## src/rtl/pu_pkg.sv

```systemverilog
package pu_pkg;

  typedef enum logic [2:0] {
    PF_ARGB8888 = 3'd0,
    PF_XRGB8888 = 3'd1,
    PF_RGB888   = 3'd2,
    PF_ARGB4444 = 3'd3,
    PF_XRGB4444 = 3'd4,
    PF_XRGB1555 = 3'd5,
    PF_RGB565   = 3'd6,
    PF_RSVD     = 3'd7
  } pixFmt_e;

  typedef struct packed {
    pixFmt_e fmt;
    logic    swap;
    logic    opaque;
  } unpackCfg_t;

  // strobes from control to datapath
  typedef struct packed {
    logic       clearBuf;
    logic       pushWord;
    logic       popPix;
    logic [2:0] popBytes;
    logic [3:0] fillPos;
  } unpackStrb_t;

  function automatic logic [2:0] bytesPerPix(input pixFmt_e f);
    case (f)
      PF_ARGB8888, PF_XRGB8888, PF_RSVD: return 3'd4;
      PF_RGB888:                         return 3'd3;
      default:                           return 3'd2;
    endcase
  endfunction

  function automatic logic [7:0] rep4(input logic [3:0] v);
    return {v, v};
  endfunction

  function automatic logic [7:0] rep5(input logic [4:0] v);
    return {v, v[4:2]};
  endfunction

  function automatic logic [7:0] rep6(input logic [5:0] v);
    return {v, v[5:4]};
  endfunction

endpackage

```

## src/rtl/pu_expand.sv

```systemverilog
module pu_expand
  import pu_pkg::*;
(
  input  logic [31:0] raw,
  input  unpackCfg_t  cfg,
  output logic [31:0] pixOut
);

  logic [7:0] alphaField;
  logic [7:0] hiField;
  logic [7:0] midField;
  logic [7:0] loField;
  logic       hasAlpha;
  logic [7:0] alphaOut;

  always_comb begin
    alphaField = 8'hFF;
    hasAlpha   = 1'b0;
    hiField    = raw[23:16];
    midField   = raw[15:8];
    loField    = raw[7:0];
    case (cfg.fmt)
      PF_ARGB8888, PF_RSVD: begin
        alphaField = raw[31:24];
        hasAlpha   = 1'b1;
      end
      PF_XRGB8888, PF_RGB888: begin
        hasAlpha = 1'b0;
      end
      PF_ARGB4444, PF_XRGB4444: begin
        alphaField = rep4(raw[15:12]);
        hasAlpha   = (cfg.fmt == PF_ARGB4444);
        hiField    = rep4(raw[11:8]);
        midField   = rep4(raw[7:4]);
        loField    = rep4(raw[3:0]);
      end
      PF_XRGB1555: begin
        hiField  = rep5(raw[14:10]);
        midField = rep5(raw[9:5]);
        loField  = rep5(raw[4:0]);
      end
      default: begin
        hiField  = rep5(raw[15:11]);
        midField = rep6(raw[10:5]);
        loField  = rep5(raw[4:0]);
      end
    endcase
    alphaOut = (cfg.opaque || !hasAlpha) ? 8'hFF : alphaField;
    if (cfg.swap)
      pixOut = {alphaOut, hiField, midField, loField};
    else
      pixOut = {alphaOut, loField, midField, hiField};
  end

endmodule

```

## src/rtl/pu_ctrl.sv

```systemverilog
module pu_ctrl
  import pu_pkg::*;
#(
  parameter int WORD_BYTES = 4
) (
  input  logic        clk,
  input  logic        rst_n,
  input  logic        frameStart,
  input  logic [2:0]  cfgFormat,
  input  logic        cfgSwap,
  input  logic        cfgOpaque,
  input  logic        inValid,
  output logic        inReady,
  input  logic        pixReady,
  output logic        pixValid,
  output unpackCfg_t  cfgAct,
  output unpackStrb_t strb
);

  localparam int BUF_BYTES = 2 * WORD_BYTES;
  localparam int CNT_W     = $clog2(BUF_BYTES + 1);

  logic [CNT_W-1:0] cntQ;
  logic [CNT_W-1:0] cntAfterPop;
  logic [CNT_W-1:0] bppW;
  logic [2:0]       bpp;

  assign bpp  = bytesPerPix(cfgAct.fmt);
  assign bppW = CNT_W'(bpp);

  always_comb begin
    pixValid      = !frameStart && (cntQ >= bppW);
    inReady       = !frameStart && (cntQ <= CNT_W'(WORD_BYTES));
    strb.clearBuf = frameStart;
    strb.popPix   = pixValid && pixReady;
    strb.pushWord = inValid && inReady;
    strb.popBytes = bpp;
    cntAfterPop   = cntQ - (strb.popPix ? bppW : '0);
    strb.fillPos  = 4'(cntAfterPop);
  end

  always_ff @(posedge clk) begin
    if (!rst_n) begin
      cntQ   <= '0;
      cfgAct <= '{fmt: PF_ARGB8888, swap: 1'b0, opaque: 1'b0};
    end else if (frameStart) begin
      cntQ   <= '0;
      cfgAct <= '{fmt: pixFmt_e'(cfgFormat), swap: cfgSwap, opaque: cfgOpaque};
    end else begin
      cntQ <= cntAfterPop + (strb.pushWord ? CNT_W'(WORD_BYTES) : '0);
    end
  end

  assert_no_overflow_R7: assert property (@(posedge clk) disable iff (!rst_n)
    strb.pushWord |-> (int'(cntAfterPop) + WORD_BYTES <= BUF_BYTES));

  assert_cnt_bound_R7: assert property (@(posedge clk) disable iff (!rst_n)
    int'(cntQ) <= BUF_BYTES);

  assert_cfg_hold_R9: assert property (@(posedge clk) disable iff (!rst_n)
    !frameStart |=> $stable(cfgAct));

  assert_flush_R10: assert property (@(posedge clk) disable iff (!rst_n)
    frameStart |=> !pixValid);

endmodule

```

## src/rtl/pu_datapath.sv

```systemverilog
module pu_datapath
  import pu_pkg::*;
#(
  parameter int WORD_BYTES = 4
) (
  input  logic                    clk,
  input  logic                    rst_n,
  input  unpackStrb_t             strb,
  input  unpackCfg_t              cfg,
  input  logic [8*WORD_BYTES-1:0] inWord,
  output logic [31:0]             pixOut
);

  localparam int WORD_W = 8 * WORD_BYTES;
  localparam int BUF_W  = 2 * WORD_W;

  logic [BUF_W-1:0] bufQ;
  logic [BUF_W-1:0] shifted;
  logic [BUF_W-1:0] wordExt;

  always_comb begin
    shifted = strb.popPix ? (bufQ >> {strb.popBytes, 3'b000}) : bufQ;
    wordExt = BUF_W'(inWord) << {strb.fillPos, 3'b000};
  end

  always_ff @(posedge clk) begin
    if (!rst_n)
      bufQ <= '0;
    else if (strb.clearBuf)
      bufQ <= '0;
    else
      bufQ <= shifted | (strb.pushWord ? wordExt : '0);
  end

  pu_expand u_expand (
    .raw   (bufQ[31:0]),
    .cfg   (cfg),
    .pixOut(pixOut)
  );

  assert_opaque_alpha_R8: assert property (@(posedge clk) disable iff (!rst_n)
    cfg.opaque |-> (pixOut[31:24] == 8'hFF));

  assert_noalpha_fmt_R8: assert property (@(posedge clk) disable iff (!rst_n)
    (cfg.fmt inside {PF_XRGB8888, PF_RGB888, PF_XRGB4444, PF_XRGB1555, PF_RGB565})
      |-> (pixOut[31:24] == 8'hFF));

endmodule

```

## src/rtl/pixel_unpacker.sv

```systemverilog
module pixel_unpacker
  import pu_pkg::*;
#(
  parameter int WORD_BYTES = 4
) (
  input  logic                    clk,
  input  logic                    rst_n,
  input  logic                    frameStart,
  input  logic [2:0]              cfgFormat,
  input  logic                    cfgSwap,
  input  logic                    cfgOpaque,
  input  logic [8*WORD_BYTES-1:0] inWord,
  input  logic                    inValid,
  output logic                    inReady,
  output logic [31:0]             pixOut,
  output logic                    pixValid,
  input  logic                    pixReady
);

  unpackCfg_t  cfgAct;
  unpackStrb_t strb;

  pu_ctrl #(.WORD_BYTES(WORD_BYTES)) u_ctrl (
    .clk       (clk),
    .rst_n     (rst_n),
    .frameStart(frameStart),
    .cfgFormat (cfgFormat),
    .cfgSwap   (cfgSwap),
    .cfgOpaque (cfgOpaque),
    .inValid   (inValid),
    .inReady   (inReady),
    .pixReady  (pixReady),
    .pixValid  (pixValid),
    .cfgAct    (cfgAct),
    .strb      (strb)
  );

  pu_datapath #(.WORD_BYTES(WORD_BYTES)) u_datapath (
    .clk   (clk),
    .rst_n (rst_n),
    .strb  (strb),
    .cfg   (cfgAct),
    .inWord(inWord),
    .pixOut(pixOut)
  );

  assert_hold_R11: assert property (@(posedge clk) disable iff (!rst_n)
    (pixValid && !pixReady && !frameStart)
      |=> (frameStart || (pixValid && $stable(pixOut))));

endmodule

```

## config.mk

```make
export PLATFORM = sky130hd
export DESIGN_NAME = pixel_unpacker
export DESIGN_NICKNAME = d
export VERILOG_FILES = /design/src/rtl/pu_pkg.sv /design/src/rtl/pu_expand.sv /design/src/rtl/pu_ctrl.sv /design/src/rtl/pu_datapath.sv /design/src/rtl/pixel_unpacker.sv
export SDC_FILE = /design/constraint.sdc
export NUM_CORES = 1
export LEC_CHECK = 0
export CAP_MARGIN = 10
export CORE_UTILIZATION = 50
export DETAILED_ROUTE_END_ITERATION = 8
export PLACE_DENSITY = 0.84
export SYNTH_ARGS = -nofsm -noshare
export SYNTH_HDL_FRONTEND = slang
export SYNTH_SLANG_ARGS = --single-unit
```

## constraint.sdc

```tcl
create_clock -name clk -period 6.4 [get_ports clk]
set_clock_uncertainty 0.15 [all_clocks]
set_input_delay 0.64 -clock clk [delete_from_list [all_inputs] [get_ports clk]]
set_output_delay 0.64 -clock clk [all_outputs]
set_load 0.05 [all_outputs]
```

Yosys cells after proc, flatten, opt, wreduce, memory -nomap -nowiden --
Cells that the tools add are included.
Word-level totals: input bits 42, flip-flop bits (word level) 73, logic and storage cells 44, output and inout port bits 34
Cells by class: shifts and indexed selects 2, $add $sub $neg 2, equality and inequality tests 6, bitwise logic cells 2, reduce and logical (&&, ||, !) cells 13, magnitude comparators 2, multiplexer cells 12
Operators by type and width (count):
- $mux W64 | 2
- $or A64 B64 Y64 | 1
- $shl A32 B7 Y64 | 1
- $shr A64 B6 Y64 | 1
- $pmux W8 S3 | 2
- $pmux W8 S2 | 2
- $mux W24 | 1
- $eq A3 B3 Y1 const B | 3
- $mux W8 | 1
- $eq A3 B2 Y1 const B | 2
- $mux W3 | 2
- $pmux W3 S2 | 1
- $reduce_or A2 Y1 | 3
- $add A4 B4 Y4 | 1
- $ge A4 B3 Y1 | 1
- $le A4 B3 Y1 const B | 1
- $logic_and A1 B1 Y1 | 4
- $reduce_or A4 Y1 | 1
- $sub A4 B4 Y4 | 1
- $eq A3 B1 Y1 const B | 1
- $logic_not A3 Y1 | 1
- $reduce_or A3 Y1 | 1
- $logic_not A1 Y1 | 2
- $pmux W1 S2 | 1
- other kinds (2) | 2

Logic depth before layout (Yosys ltp) --
Gate-level depths: netlist of run 1.
word-level depth 11, mapped depth 23

Modules after synthesis --
A second synthesis of run 1 with hierarchy kept.
Second synthesis, totals: cells, all modules 856, area total of the unflattened synthesis 6892.9 µm²
By module, submodules not included:
- pu_datapath | area each 4709.5 µm², cells each 554, instances 1
- pu_expand | area each 1551.5 µm², cells each 235, instances 1
- pu_ctrl | area each 631.9 µm², cells each 67, instances 1

Worst setup path after synthesis of run 1 --
Ideal clock, no wire load.
path kind register to register, from register, netlist name u_ctrl.cfgAct[2], to register u_ctrl.cntQ[3], setup slack 1.769 ns, clock period less this slack 4.631 ns, required time 6.172 ns, arrival time 4.403 ns, stages on the path, launching flop included 22, cells stage by stage dfxtp_1 -> buf_4 -> nor3b_2 -> buf_2 -> buf_2 -> ha_1 -> nor3b_1 -> o22a_1 -> buf_6 -> a21o_4 -> buf_6 -> buf_2 -> nor2b_1 -> ha_1 -> fa_1 -> xor2_1 -> clkinv_1 -> clkbuf_1 -> ha_1 -> xor2_1 -> and3_1 -> nor3_1
On the way: word-level cells in the longest chain between the ends 9, elaborated cells between the ends (all ways) 12, classes of those cells add/sub: 2; order compare: 1; eq/ne: 3; mux: 2; reduce/logical: 4
RTL lines:
- $eq A3 B1 Y1, or another cell as far along | RTL line pu_pkg.sv:30 | case (f)
- $reduce_or A3 Y1 | RTL line pu_pkg.sv:30
- $pmux W3 S2 * | RTL line pu_pkg.sv:30
- $ge A4 B3 Y1 | RTL line pu_ctrl.sv:32 | pixValid = !frameStart && (cntQ >= bppW);
- $logic_and A1 B1 Y1 | RTL line pu_ctrl.sv:32
- $logic_and A1 B1 Y1 | RTL line pu_ctrl.sv:35 | strb.popPix = pixValid && pixReady;
- $mux W3 * | RTL line pu_ctrl.sv:38 | cntAfterPop = cntQ - (strb.popPix ? bppW : '0);
- $sub A4 B4 Y4 * | RTL line pu_ctrl.sv:38
- $add A4 B4 Y4 * | RTL line pu_ctrl.sv:50 | cntQ <= cntAfterPop + (strb.pushWord ? CNT_W'(WORD_BYTES) : '0);
- end signal: assignment | RTL line pu_ctrl.sv:50
- end: declaration | RTL line pu_ctrl.sv:23 | logic [CNT_W-1:0] cntQ;
Mark *: on every way between the ends. The rest lies on a longest branch, timed or not. A chain may end at the register's enable or synchronous reset.

Worst setup path in the final report of run 1 --
from register, netlist name u_ctrl.cfgAct[3], to register u_datapath.bufQ[43]
On the way: word-level cells in the longest chain between the ends 11, elaborated cells between the ends (all ways) 16, classes of those cells add/sub: 1; order compare: 1; eq/ne: 3; shift: 2; mux: 4; bitwise: 1; reduce/logical: 4
RTL lines:
- $eq A3 B1 Y1, or another cell as far along | RTL line pu_pkg.sv:30
- $reduce_or A3 Y1 | RTL line pu_pkg.sv:30
- $pmux W3 S2 * | RTL line pu_pkg.sv:30
- $ge A4 B3 Y1 | RTL line pu_ctrl.sv:32
- $logic_and A1 B1 Y1 | RTL line pu_ctrl.sv:32
- $logic_and A1 B1 Y1 | RTL line pu_ctrl.sv:35
- $mux W3 | RTL line pu_ctrl.sv:38
- $sub A4 B4 Y4 | RTL line pu_ctrl.sv:38
- $shl A32 B7 Y64 | RTL line pu_datapath.sv:23 | wordExt = BUF_W'(inWord) << {strb.fillPos, 3'b000};
- $mux W64 | RTL line pu_datapath.sv:32 | bufQ <= shifted | (strb.pushWord ? wordExt : '0);
- $or A64 B64 Y64 * | RTL line pu_datapath.sv:32
- end signal: assignment | RTL line pu_datapath.sv:32
- end: declaration | RTL line pu_datapath.sv:17 | logic [BUF_W-1:0] bufQ;
Marks and branches as above.

==> summary.md, run 1 <==
| Metric | Value |
|---|---|
| Vias | `6483` |
| Hpwl dp | `around 14000 um` |
| Mapped Cells | `808` |
| Cell Area, Synth | `0.00626 mm^2` |
| WP data arrival | `5.51 ns` |
| Worst Tran Pin Value | `1.17 ns` |
| Total track usage | `30.1%` |
| Antenna violations before repair | `0` |
| Syn Nets | `around 860` |
| Worst Path Required | `between 6 and 7 ns` |
| Clock Path Buffers | `2` |
| Remaining Overflow, GRT | `0` |
| Crit-path cells | `and2_1, a21o_4, inv_2, ha_1, nand3b_1, o22a_1, nor2_1, inv_1, ha_1, xor2_2, buf_4, clkinv_1, nand2_1, o22ai_1, a222oi_1, nor2_1` |
| EDFF count, synth | `0` |
| Clk_lat worst skew | `0.34 ns` |
| Layout Nets | `slightly below 900` |
| Compound-Gate Fraction of Synth Area | `28.7%` |
| Rel. slew slack | `roughly 22%` |
| CTS Sinks | `between 70 and 80` |
| Number of fill cells | `1108` |
| TritonCTS Buffers | `9` |
| Ys Warns | `0` |
| MaxCap Viol Count | `0` |
| VDD IR-drop max | `122 uV` |
| Fmax | `183 MHz` |
| Setup violations, final | `0` |
| Synth Area in Adders | `1.72%` |
| PD cells | `190 mW/mm^2` |
| Hold Crit Depth | `2` |
| Largest net degree at the start of global routing | `between 80 and 90` |
| Crit Path Class | `reg -> reg` |
| Die ar. | `0.0130 mm^2` |
| Number of cells on the worst reg-to-reg path | `16` |
| Final ANT Viol Nets | `0` |
| Run status | `finished, final reports clean` |
| Critical path endpoint category | `register` |
| Diodes inserted | `0` |
| Drt wl/cell | `roughly 19 um` |
| Cell family with most CP delay | `simple AND/OR/NAND/NOR gates` |
| Fin. max-slew vios | `0` |
| Hold Fails Final Rpt | `0` |
| Post-CTS Resized | `0` |
| # Post-CTS Setup Buffers | `0` |
| Synthesized area per cell | `7.75 um^2` |
| First-pass GRT wire length | `30900 um` |
| Area delta synth->final | `15.5%` |
| Post-route cell area | `0.00723 mm^2` |
| WP depth | `16` |
| Clk root buf | `clkbuf_16` |
| Register area share after synthesis | `23.3%` |
| Synth Area in Simple Gates | `19.4%` |
| Initial core utilization | `between 50% and 60%` |
| DR vias/cell | `6.48` |
| Largest family of logic cells by synthesized area | `compound AO/OA/AOI/OAI gates` |
| RSZ-0062 raised after global routing | `false` |
| Post-synth top flop | `dfxtp_1` |
| Synth Area in XOR/XNOR | `less than 1%` |
| Share of synthesized area spent on multiplexers | `19.2%` |
| Final worst path period need | `5.45 ns` |
| Core area | `0.0121 mm^2` |
| Setup_tns | `0 ns` |
| RePlAce Congestion | `between 0.9 and 1` |
| Routed wire length | `19000 um` |
| Startpoint Class | `register` |
| Hold buffer count at cts | `0` |
| Netlist cell types | `54` |
| Die Wd | `114 um` |
| CTS tree | `built` |
| #FFs+latches synth | `between 70 and 80` |
| Iter 0 DRT Violations | `1065` |
| Placed inst area | `about 0.0070 mm^2` |
| CP max stage delay | `between 0.5 and 0.6 ns` |
| Vias in the first global route | `5722` |
| Die extent in y | `about 110 um` |
| Critical path fanouts, max | `32` |
| Critical-path top delay cell | `nor2_1` |
| Ratio of cells with drive above 1 in the final layout | `9.36%` |
| Reg clk slew, reported paths | `0.06 ns` |
| DRC Markers | `0` |
| IO buf count | `75` |
| H-tree levels | `3` |
| Leakage | `2.60 nW` |
| DRT Pass-1 Iters | `6` |
| Worst hold-check path type | `reg -> reg` |
| Period utilization | `85.2%` |
| Placement Rows | `40` |
| CP bufs+invs | `4` |
| Hold slack | `0.420 ns` |
| FFs w/ async S/R, synth | `0%` |
| # IOs | `76` |
-- tightest hold or removal path: stages (launching register included) --
cell	delay (ns)
dfxtp_1	0.33
mux2i_1	0.14
nor2b_1	0.06
-- area by class of cell --
cell class                 count  area, um^2  area share [%]
multi-input combinational    641        4380            60.6
clock buffer                  11         253            3.49
inverter                      17        63.8           0.882
tap                          168         210            2.91
sequential                    73        1460            20.2
timing repair buffer          86         833            11.5
clock inverter                 5        30.0           0.415
-- cells in the final DEF (no fill, tap or decap), types with 3 or more instances in the layout --
cell type	synthesis	final
inv_1	15	15
a22o_1	4	4
a32oi_1	12	12
a21boi_0	8	8
a2111oi_0	3	3
buf_4	6	11
a21oi_1	74	74
mux2_2	35	35
nor2b_1	23	23
and3_1	5	5
clkbuf_16	0	9
nor3_1	18	18
or3_1	8	8
nand3b_1	10	10
clkinv_2	0	3
nand3_1	16	16
and2_1	11	11
ha_1	7	7
or2_2	3	3
clkdlybuf4s50_1	0	75
nand2b_1	22	21
nor3b_1	3	3
a221oi_1	4	4
o21ai_0	54	54
a22oi_1	32	32
nor2_1	67	67
nand2_1	53	53
o22ai_1	33	33
a21o_1	3	3
a222oi_1	20	20
mux2i_1	81	81
a2bb2oi_1	10	10
dfxtp_1	73	72
-- state kept, by name, summed over array words and instances (netlist names) --
| register | cells |
|---|---|
| u_ctrl.cntQ | 4 |
| u_ctrl.cfgAct | 5 |
| u_datapath.bufQ | 64 |
-- kinds of logic after synthesis --
kind of cell,count (synthesis)
buf+inv,94
simple gates,243
compound gates,270
flops,73
mux,116
fa+ha+maj,8
xor+xnor,4
-- final timing paths --
path                                  startpoint                   to  slack (ns)
worst min register to register  u_ctrl.cfgAct[3]     u_ctrl.cfgAct[3]        0.42
worst max register to register  u_ctrl.cfgAct[3]  u_datapath.bufQ[43]        0.95
worst min-delay path            u_ctrl.cfgAct[3]     u_ctrl.cfgAct[3]        0.42
worst max-delay path            u_ctrl.cfgAct[3]  u_datapath.bufQ[43]        0.95
-- report_power, final --
| part | total, mW | internal, mW | leakage (nW) | switching, mW |
|---|---|---|---|---|
| Combinational | 0.411 | 0.154 | 1.87 | 0.257 |
| Clock | 0.478 | 0.281 | 0.137 | 0.197 |
| Sequential | 0.488 | 0.466 | 0.591 | 0.0219 |
| Total | 1.38 | 0.901 | 2.60 | 0.476 |
-- metal layers --
layer	up-vias	wire length, um	track usage [%]
met5	-	0	0
met4	0	327	8.31
met3	30	2090	4.94
met2	410	8200	44.8
met1	2988	8360	44.6
li1	3055	-	-
-- Yosys cell counts, drive strengths merged (5+ instances only) --
cell type / instances / area share [%]
a21boi: 9 / 1.1
a21o: 5 / 0.84
a21oi: 74 / 5.9
a222oi: 20 / 3.2
a22oi: 32 / 3.8
a2bb2oi: 10 / 1.4
a32oi: 12 / 1.7
and2: 11 / 1.1
and3: 5 / 0.50
buf: 48 / 4.2
clkbuf: 29 / 1.8
dfxtp: 73 / 23
ha: 7 / 1.4
inv: 16 / 0.96
mux2: 35 / 6.3
mux2i: 81 / 13
nand2: 53 / 3.2
nand2b: 22 / 2.2
nand3: 16 / 1.3
nand3b: 10 / 1.2
nor2: 68 / 4.1
nor2b: 23 / 2.3
nor3: 19 / 1.7
o21ai: 55 / 4.4
o22ai: 33 / 3.3
or3: 8 / 0.80
-- through the flow --
stage	total power, mW	worst slack, ns	std cells	util, %
3_3_place_gp	0.894	1.30	985	57.4
6_report	1.38	0.945	1001	59.7
3_5_place_dp	0.900	1.14	985	57.4
5_1_grt	1.43	0.520	1001	59.7
4_1_cts	1.37	1.06	1001	59.7
2_1_floorplan	0.784	1.77	808	-
Note: power is estimated with default switching activity, not from simulation.
==> run 2, diff against run 1 <==
--- a/config.mk
+++ b/config.mk
@@ -7,6 +7,7 @@
 export LEC_CHECK = 0
 export CAP_MARGIN = 10
 export CORE_UTILIZATION = 50
+export CTS_CLUSTER_DIAMETER = 200
 export DETAILED_ROUTE_END_ITERATION = 8
 export PLACE_DENSITY = 0.84
 export SYNTH_ARGS = -nofsm -noshare
==> results of run 2 <==
Final layout, timing and power as in run 1 (identical DEF).
==> run 3, diff against run 2 <==
--- a/config.mk
+++ b/config.mk
@@ -5,10 +5,11 @@
 export SDC_FILE = /design/constraint.sdc
 export NUM_CORES = 1
 export LEC_CHECK = 0
-export CAP_MARGIN = 10
+export CAP_MARGIN = 5
 export CORE_UTILIZATION = 50
 export CTS_CLUSTER_DIAMETER = 200
 export DETAILED_ROUTE_END_ITERATION = 8
+export GPL_ROUTABILITY_DRIVEN = 1
 export PLACE_DENSITY = 0.84
 export SYNTH_ARGS = -nofsm -noshare
 export SYNTH_HDL_FRONTEND = slang
==> results of run 3 <==
Final layout, timing and power as in run 1 (identical DEF).
